## src/rtl/qdac_pkg.sv

```systemverilog
package qdac_pkg;

  localparam int FRAME_W = 24;
  localparam int DATA_W  = 16;
  localparam int NCH     = 4;
  localparam int CODE_W  = NCH * DATA_W;

  // register class field values
  localparam logic [2:0] CLS_FUNC  = 3'b000;
  localparam logic [2:0] CLS_DATA  = 3'b010;
  localparam logic [2:0] CLS_CGAIN = 3'b011;
  localparam logic [2:0] CLS_FGAIN = 3'b100;
  localparam logic [2:0] CLS_OFFS  = 3'b101;

  // channel field values
  localparam logic [2:0] CH_ALL    = 3'b100;
  localparam logic [2:0] FN_CTRL   = 3'b001;
  localparam logic [2:0] FN_SWCLR  = 3'b100;

  localparam logic [DATA_W-1:0] CLEAR_CODE = '0;
  localparam logic [DATA_W-1:0] RESET_CODE = {1'b1, {(DATA_W-1){1'b0}}};

  typedef struct packed {
    logic              rd;
    logic              zero;
    logic [2:0]        cls;
    logic [2:0]        chan;
    logic [DATA_W-1:0] data;
  } cmd_t;

  typedef logic [NCH-1:0][DATA_W-1:0] chan_arr_t;

endpackage

```

## src/rtl/qdac_serial_if.sv

```systemverilog
module qdac_serial_if #(
  parameter int FRAME_W = 24
) (
  input  logic               clk,
  input  logic               rst_n,
  input  logic               sck,
  input  logic               cs_n,
  input  logic               mosi,
  output logic               miso,
  input  logic [FRAME_W-1:0] tx_word,
  output logic               frm_vld,
  output logic [FRAME_W-1:0] frm_word
);

  localparam int CNT_W = $clog2(FRAME_W + 2);
  localparam logic [CNT_W-1:0] CNT_FULL = CNT_W'(FRAME_W);
  localparam logic [CNT_W-1:0] CNT_SAT  = CNT_W'(FRAME_W + 1);

  logic               sck_q, cs_q;
  logic [FRAME_W-1:0] rx_q, rx_d, tx_q, tx_d, word_q, word_d;
  logic [CNT_W-1:0]   cnt_q, cnt_d;
  logic               vld_q, vld_d;
  logic               sck_rise, sck_fall, cs_fall, cs_rise, in_frame;

  always_comb begin
    sck_rise = sck & ~sck_q;
    sck_fall = ~sck & sck_q;
    cs_fall  = ~cs_n & cs_q;
    cs_rise  = cs_n & ~cs_q;
    in_frame = ~cs_n & ~cs_q;
    rx_d     = rx_q;
    tx_d     = tx_q;
    cnt_d    = cnt_q;
    word_d   = word_q;
    vld_d    = 1'b0;
    if (cs_fall) begin
      cnt_d = '0;
      tx_d  = tx_word;
    end else if (in_frame) begin
      if (sck_rise) begin
        rx_d = {rx_q[FRAME_W-2:0], mosi};
        if (cnt_q != CNT_SAT) cnt_d = cnt_q + 1'b1;
      end
      if (sck_fall && cnt_q != '0) tx_d = {tx_q[FRAME_W-2:0], 1'b0};
    end
    if (cs_rise && cnt_q == CNT_FULL) begin
      vld_d  = 1'b1;
      word_d = rx_q;
    end
  end

  always_ff @(posedge clk or negedge rst_n) begin
    if (!rst_n) begin
      sck_q  <= 1'b0;
      cs_q   <= 1'b1;
      rx_q   <= '0;
      tx_q   <= '0;
      cnt_q  <= '0;
      vld_q  <= 1'b0;
      word_q <= '0;
    end else begin
      sck_q  <= sck;
      cs_q   <= cs_n;
      rx_q   <= rx_d;
      tx_q   <= tx_d;
      cnt_q  <= cnt_d;
      vld_q  <= vld_d;
      word_q <= word_d;
    end
  end

  assign miso     = tx_q[FRAME_W-1] & ~cs_q;
  assign frm_vld  = vld_q;
  assign frm_word = word_q;

endmodule

```

## src/rtl/qdac_regbank.sv

```systemverilog
module qdac_regbank
  import qdac_pkg::*;
(
  input  logic      clk,
  input  logic      rst_n,
  input  logic      frm_vld,
  input  cmd_t      frm_cmd,
  input  logic      clr_n,
  output chan_arr_t data_o,
  output chan_arr_t offs_o,
  output chan_arr_t cgain_o,
  output chan_arr_t fgain_o,
  output logic      coding_o
);

  chan_arr_t data_q, data_d, offs_q, offs_d, cg_q, cg_d, fg_q, fg_d;
  logic      coding_q, coding_d;
  logic      clr_q;
  logic      clr_fall, wr_ok, sw_clr, clear_all;

  always_comb begin
    clr_fall  = clr_q & ~clr_n;
    wr_ok     = frm_vld & ~frm_cmd.rd & ~frm_cmd.zero;
    sw_clr    = wr_ok && frm_cmd.cls == CLS_FUNC && frm_cmd.chan == FN_SWCLR;
    clear_all = clr_fall | sw_clr;
    coding_d  = coding_q;
    if (wr_ok && frm_cmd.cls == CLS_FUNC && frm_cmd.chan == FN_CTRL)
      coding_d = frm_cmd.data[0];
  end

  for (genvar k = 0; k < NCH; k++) begin : g_ch
    logic hit;
    always_comb begin
      hit       = wr_ok && (frm_cmd.chan == 3'(k) || frm_cmd.chan == CH_ALL);
      data_d[k] = data_q[k];
      offs_d[k] = offs_q[k];
      cg_d[k]   = cg_q[k];
      fg_d[k]   = fg_q[k];
      if (hit) begin
        case (frm_cmd.cls)
          CLS_DATA:  data_d[k] = frm_cmd.data;
          CLS_CGAIN: cg_d[k]   = frm_cmd.data;
          CLS_FGAIN: fg_d[k]   = frm_cmd.data;
          CLS_OFFS:  offs_d[k] = frm_cmd.data;
          default:   ;
        endcase
      end
      if (clear_all) data_d[k] = CLEAR_CODE;
    end
  end

  always_ff @(posedge clk or negedge rst_n) begin
    if (!rst_n) begin
      data_q   <= {NCH{RESET_CODE}};
      offs_q   <= '0;
      cg_q     <= '0;
      fg_q     <= '0;
      coding_q <= 1'b0;
      clr_q    <= 1'b1;
    end else begin
      data_q   <= data_d;
      offs_q   <= offs_d;
      cg_q     <= cg_d;
      fg_q     <= fg_d;
      coding_q <= coding_d;
      clr_q    <= clr_n;
    end
  end

  assign data_o   = data_q;
  assign offs_o   = offs_q;
  assign cgain_o  = cg_q;
  assign fgain_o  = fg_q;
  assign coding_o = coding_q;

endmodule

```

## src/rtl/qdac_readback.sv

```systemverilog
module qdac_readback
  import qdac_pkg::*;
(
  input  logic               clk,
  input  logic               rst_n,
  input  logic               frm_vld,
  input  cmd_t               frm_cmd,
  input  chan_arr_t          data_i,
  input  chan_arr_t          offs_i,
  input  chan_arr_t          cgain_i,
  input  chan_arr_t          fgain_i,
  input  logic               coding_i,
  output logic [FRAME_W-1:0] tx_word
);

  localparam int SEL_W = $clog2(NCH);

  logic [FRAME_W-1:0] tx_q, tx_d;
  logic [SEL_W-1:0]   sel;
  logic [DATA_W-1:0]  val;
  logic               ch_ok, cls_ok, rd_ok;

  always_comb begin
    sel    = (frm_cmd.chan == CH_ALL) ? '0 : frm_cmd.chan[SEL_W-1:0];
    ch_ok  = frm_cmd.chan <= CH_ALL;
    cls_ok = 1'b1;
    case (frm_cmd.cls)
      CLS_FUNC:  val = (frm_cmd.chan == FN_CTRL) ? {{(DATA_W-1){1'b0}}, coding_i} : '0;
      CLS_DATA:  val = data_i[sel];
      CLS_CGAIN: val = cgain_i[sel];
      CLS_FGAIN: val = fgain_i[sel];
      CLS_OFFS:  val = offs_i[sel];
      default: begin
        val    = '0;
        cls_ok = 1'b0;
      end
    endcase
    rd_ok = frm_vld & frm_cmd.rd & ~frm_cmd.zero & ch_ok & cls_ok;
    tx_d  = rd_ok ? {frm_cmd.rd, frm_cmd.zero, frm_cmd.cls, frm_cmd.chan, val} : tx_q;
  end

  always_ff @(posedge clk or negedge rst_n) begin
    if (!rst_n) tx_q <= '0;
    else        tx_q <= tx_d;
  end

  assign tx_word = tx_q;

endmodule

```

## src/rtl/qdac_cmd_decoder.sv

```systemverilog
module qdac_cmd_decoder
  import qdac_pkg::*;
(
  input  logic              clk,
  input  logic              rst_n,
  input  logic              spi_sck,
  input  logic              spi_cs_n,
  input  logic              spi_mosi,
  output logic              spi_miso,
  input  logic              clr_n,
  output logic [CODE_W-1:0] dac_code
);

  logic               frm_vld;
  logic [FRAME_W-1:0] frm_word;
  logic [FRAME_W-1:0] tx_word;
  cmd_t               frm_cmd;
  chan_arr_t          data_a, offs_a, cg_a, fg_a;
  logic               coding;

  assign frm_cmd = cmd_t'(frm_word);

  qdac_serial_if #(.FRAME_W(FRAME_W)) u_serial (
    .clk      (clk),
    .rst_n    (rst_n),
    .sck      (spi_sck),
    .cs_n     (spi_cs_n),
    .mosi     (spi_mosi),
    .miso     (spi_miso),
    .tx_word  (tx_word),
    .frm_vld  (frm_vld),
    .frm_word (frm_word)
  );

  qdac_regbank u_regs (
    .clk      (clk),
    .rst_n    (rst_n),
    .frm_vld  (frm_vld),
    .frm_cmd  (frm_cmd),
    .clr_n    (clr_n),
    .data_o   (data_a),
    .offs_o   (offs_a),
    .cgain_o  (cg_a),
    .fgain_o  (fg_a),
    .coding_o (coding)
  );

  qdac_readback u_rdbk (
    .clk      (clk),
    .rst_n    (rst_n),
    .frm_vld  (frm_vld),
    .frm_cmd  (frm_cmd),
    .data_i   (data_a),
    .offs_i   (offs_a),
    .cgain_i  (cg_a),
    .fgain_i  (fg_a),
    .coding_i (coding),
    .tx_word  (tx_word)
  );

  assign dac_code = data_a;

endmodule

```

## config.mk

```make
export PLATFORM = sky130hd
export DESIGN_NAME = qdac_cmd_decoder
export DESIGN_NICKNAME = d
export VERILOG_FILES = /design/src/rtl/qdac_pkg.sv /design/src/rtl/qdac_serial_if.sv /design/src/rtl/qdac_regbank.sv /design/src/rtl/qdac_readback.sv /design/src/rtl/qdac_cmd_decoder.sv
export SDC_FILE = /design/constraint.sdc
export NUM_CORES = 1
export LEC_CHECK = 0
export BUFFER_PORTS_ARGS = -buffer_cell sky130_fd_sc_hd__buf_2
export CAP_MARGIN = 20
export CORE_MARGIN = 8
export CORE_UTILIZATION = 35
export DETAILED_ROUTE_END_ITERATION = 10
export GPL_TIMING_DRIVEN = 0
export PLACE_DENSITY = 0.49
export SETUP_SLACK_MARGIN = 0.15
export SLEW_MARGIN = 10
export SYNTH_ARGS = -nofsm -noshare
export SYNTH_HDL_FRONTEND = slang
export SYNTH_SLANG_ARGS = --single-unit
```

## constraint.sdc

```tcl
create_clock -name clk -period 2.7 [get_ports clk]
set_input_delay 0.135 -clock clk [delete_from_list [all_inputs] [get_ports clk]]
set_output_delay 0.135 -clock clk [all_outputs]
set_load 0.01 [all_outputs]
```

# Yosys cells after proc, flatten, opt, wreduce, memory -nomap -nowiden
# Index checks and enable logic that the tools add are counted.
# W data, S select, Z words.
# totals
reg_bits	362
inputBits	6
output_inout_bits	65
wordCells	135
# op_classes
n_addsub	1
n_lt_le_gt_ge	2
eq_ne	10
mux	29
n_bitwise	22
n_reduce_logical	45
# ops
operator	count
$mux W16	13
$bmux W16 S2	4
$pmux W16 S5	1
$mux W24	3
$reduce_and A2 Y1	17
$mux W5	4
$reduce_bool A2 Y1	9
$and A1 B1 Y1	13
$eq A3 B2 Y1 const B	4
$eq A3 B3 Y1 const B	3
$logic_and A1 B1 Y1	9
$not A1 Y1	8
$logic_not A3 Y1	2
$reduce_and A3 Y1	2
$add A5 B1 Y5 const B	1
$eq A5 B5 Y1 const B	1
$ne A5 B5 Y1 const B	1
$reduce_bool A5 Y1	1
$reduce_or A5 Y1	1
$logic_or A1 B1 Y1	4
$eq A3 B1 Y1 const B	1
$le A3 B3 Y1 const B	1
$lt A2 B3 Y1 const B	1
$mux W1	3
other kinds (2)	2

# Longest topological paths before layout
# depth
ltp_word	8
mapped_depth	8

# Cells and area by module
# A second synthesis with hierarchy kept.
# unflattened
hier_cells	1166
area_unflattened_um2	16454.5
# by_module_without_submodules
module	n_inst	cells_each	area_each_um2
qdac_regbank	1	660	9963.3
qdac_serial_if	1	284	3525.9
qdac_readback	1	222	2965.3

# Worst setup path before layout
# Ideal clock, no wire load.
# synth_path
path_kind	reg2reg
from	register u_serial.cs_q
to	register u_serial.tx_q[19]
setup_time_ns	0.125
arrival_time_ns	1.953
setup_slack_ns	0.622
stages_incl_launch_ff	7
path_buffers	2
cell_sequence	dfstp_2 inv_1 nor2_1 clkbuf_1 clkbuf_1 mux2_2 mux2_2
# synth_between
elab_chain_len	4
word_cells_on_any_way	7
cone_classes	mux (1); bitwise (3); reduce/logical (3)
# synth_lines
element	line_no	rtl
start: declaration	qdac_serial_if.sv:19	logic sck_q, cs_q;
start signal: assignment	qdac_serial_if.sv:63	cs_q <= cs_n;
$not A1 Y1	qdac_serial_if.sv:30	in_frame = ~cs_n & ~cs_q;
$and A1 B1 Y1	qdac_serial_if.sv:30	
$reduce_bool A2 Y1 (no source line)	--	
$reduce_and A2 Y1 (no source line)	--	
end signal: assignment	qdac_serial_if.sv:65	tx_q <= tx_d;
end: declaration	qdac_serial_if.sv:20	logic [FRAME_W-1:0] rx_q, rx_d, tx_q, tx_d, word_q, word_d;
# Parallel ways exist; a longest one is shown, timed or not.
# A chain may end at the register's enable or synchronous reset.

# Final worst setup path
# layout_path
from	register u_serial.word_q[19] (netlist: u_serial.frm_word[19])
to	register u_rdbk.tx_q[8] (netlist: u_rdbk.tx_word[8])
# layout_between
elab_chain_len	4
word_cells_on_any_way	9
cone_classes	eq/ne (4); mux (2); bitwise (1); reduce/logical (2)
# layout_lines
element	line_no	rtl
start: declaration	qdac_serial_if.sv:20	
start signal: assignment	qdac_serial_if.sv:68	word_q <= word_d;
$eq A3 B2 Y1, or another cell as far along	qdac_readback.sv:27	case (frm_cmd.cls)
$reduce_or A5 Y1 (no source line)	--	
$mux W1	qdac_readback.sv:27	
$and A1 B1 Y1	qdac_readback.sv:38	rd_ok = frm_vld & frm_cmd.rd & ~frm_cmd.zero & ch_ok & cls_ok;
end signal: assignment	qdac_readback.sv:44	else tx_q <= tx_d;
end: declaration	qdac_readback.sv:18	logic [FRAME_W-1:0] tx_q, tx_d;
# Parallel ways exist; a longest one is shown, timed or not.

==> results.cfg <==
[placement]
post-place-ws_ps = 47.3
port_buffers = 70
place_inst = 1923
post-dp-hpwl_um = 30300
routabilityCongestion = 0.772

[floorplanning]
start_util_pct = 35.4
dieArea_um2 = 54000
ios = 71
core-area_um2 = 46400
die_x_um = 232
rows = 79
die_h_um = 232

[clock_network]
tritoncts = done
cts_max_level = 2
cts_num_sinks = 362
cts_max_path_buffers = 3
root_buffer = clkbuf_16
clk_pin_slew_worst_paths_ps = 60
clk_latency_ps = 560
cts_made_buffers = 41

[drt]
drc = 0
ant_nets = 0
first_iter_violations = 604
vias = 10300
wl_per_cell_um = 21.0
first_pass_iters = 5
wl_um = 42100
vias_per_cell = 5.12

[worst_setup_path]
max_stage_delay_ps = 380
rrSetupSlack_ps = 310
path_cells = buf_2 -> clkbuf_4 -> nand4bb_1 -> clkbuf_2 -> nor2_1 -> a211oi_1 -> a31oi_1
crit_slowest_cell = nand4bb_1
worstPathRequired_ps = 3130
start_kind = flop
worstPathMaxFanout = 10
crit_type = flop to flop
arrival_ps = 2820
end_kind = flop

[final_layout]
layout-drive-gt1-share_pct = 38.4
syn_to_final_growth_pct = 16.5
finish.utilization_pct = 41.2
final_nets = 1374
fin_cells = 2004
num_antenna_cells = 0

[synth]
synth_cell_type_count = 55
ys_top_cells_by_area = dfrtp_1, mux2_2, mux2i_1, mux4_2, nor2_1
yosysTopAreaCell = dfrtp_1
ys_async_sr_fraction_pct = 100
ys_ff_latch = 362
netlist_instances = 1243
synth_top_area_share_pct = 54.3
netlist_top_cells_count = dfrtp_1, mux2_2, mux2i_1, nor2_1, nand2_1
synth-edff-count = 0
synth_area_um2 = 16400
synth.most_common_cell = dfrtp_1
ys.flop_type = dfrtp_1
ys_seq_area_share_pct = 55.3
synth_warnings = 0
syn_avg_cell_area_um2 = 13.2
syn-num-nets = 1252

[sta]
hold_viol_final = 0
clock.fmax_mhz = 418
fin_skew_ps = 12.8
slew_headroom_pct = 52.1
min_period_ps = 2390
maxSlewViolCount = 0
setup_viol = 0
layout_worst_path_cycle_share_pct = 88.6
setup_ws_ps = 309
rsz0062_at_grt = true
tightest_slew_ps = 719

[power]
power.density_cell_area_nw_per_um2 = 606
peakVddDrop_v = 0.000720
power_w = 0.0116
leakage_nw = 9.34

[global_routing]
grt_max_degree = 96
grt_pass1_vias = 10700
grt_pass1_wl_um = 66500
overflow = 0
grt_usage_pct = 15.7
grt_antenna_before_repair = 0

[job]
maxCapViolations = 0

[outcome]
status = finished, final reports clean

[worst_hold_path]
min_path_type = input pin to async pin
[per-stage QoR]
stage | setup TNS [ps] | instance area [µm²] | hold slack, ps
detailed placement | 0 | 17600 | 192
floorplan | 0 | 16400 | -161
CTS | 0 | 19100 | 187
global placement | -2138890 | 17500 | 273
global route | 0 | 19100 | 225
finish | 0 | 19100 | 177
[power by group]
part,leakage [nW],switching (W),internal (W)
clock network,0.701,0.00229,0.00354
registers,5.03,0.0000264,0.00546
logic,3.61,0.000178,0.0000737
total,9.34,0.00249,0.00908
[layer usage]
metal	vias up	GRT usage, %	part of all wire (%)
met3	53	3.01	4.3
met4	0	3.85	1.7
met1	5341	22.6	49
li1	4694	-	-
met2	164	24.3	45
met5	-	0	0
[sequential cells by signal, indices dropped and copies added (netlist names)]
name and count:
u_rdbk.tx_word 24, u_serial.tx_q 24, u_serial.cs_q 1, u_regs.fgain_o 64
u_regs.coding_o 1, u_serial.frm_vld 1, u_regs.data_o 64, u_serial.cnt_q 5
u_serial.frm_word 24, u_serial.rx_q 24, u_regs.clr_q 1, u_serial.sck_q 1
u_regs.cgain_o 64, u_regs.offs_o 64
[cell usage in the layout, fill, tap and decap left out, types with 9 or more instances in the layout]
| cell type | n |
|---|---|
| a211oi_1 | 13 |
| a21oi_1 | 32 |
| a22oi_1 | 14 |
| a31oi_1 | 13 |
| buf_2 | 102 |
| clkbuf_1 | 48 |
| clkbuf_16 | 43 |
| clkbuf_8 | 9 |
| clkinv_2 | 9 |
| dfrtp_1 | 356 |
| mux2_2 | 302 |
| mux2i_1 | 123 |
| mux4_2 | 19 |
| nand2_1 | 71 |
| nand3_1 | 37 |
| nor2_1 | 84 |
[cell type report]
class	instances	area (µm²)
Inverter	6	22.5
Sequential cell	362	9070
Clock buffer	61	1230
Fill cell	4352	27300
Timing Repair Buffer	79	500
Tap cell	607	759
Buffer	94	455
Clock inverter	14	174
Multi-Input combinational cell	781	6890
[worst max-delay path, delay by kind of cell, from the launching register on]
family,cells,cell delay [ps]
compound gates,2,500
buf+inv,3,920
flops,1,370
simple gates,2,470
[repair_timing]
action                                 4_1_cts  5_1_grt
buffers inserted                             0        1
endpoints found under the hold margin       86        0
pin swaps                                    0        1
cloned                                       0        0
gates resized for setup                      5       10
setup endpoints to repair                   36       62
hold buffers                                 5        0
[logic make-up after synthesis]
family	share of synthesized area, %
mux	31.0
flops	55.3
simple gates	6.86
buf+inv	2.81
compound gates	3.51
xor+xnor	0.320
fa+ha+maj	0.229
[final timing paths]
| path | depth (start not counted) | end | start |
|---|---|---|---|
| setup reg to reg | 7 | u_rdbk.tx_word[8] | u_serial.frm_word[19] |
| min in group clk | 2 | u_regs.clr_q | clr_n |
| setup / recovery | 7 | u_rdbk.tx_word[8] | u_serial.frm_word[19] |
| max in group asynchronous | 4 | u_regs.fgain_o[18] | rst_n |
| hold reg to reg | 2 | u_rdbk.tx_word[19] | u_rdbk.tx_word[19] |
| hold / removal | 2 | u_serial.rx_q[0] | rst_n |
(Power assumes the default switching activity.)
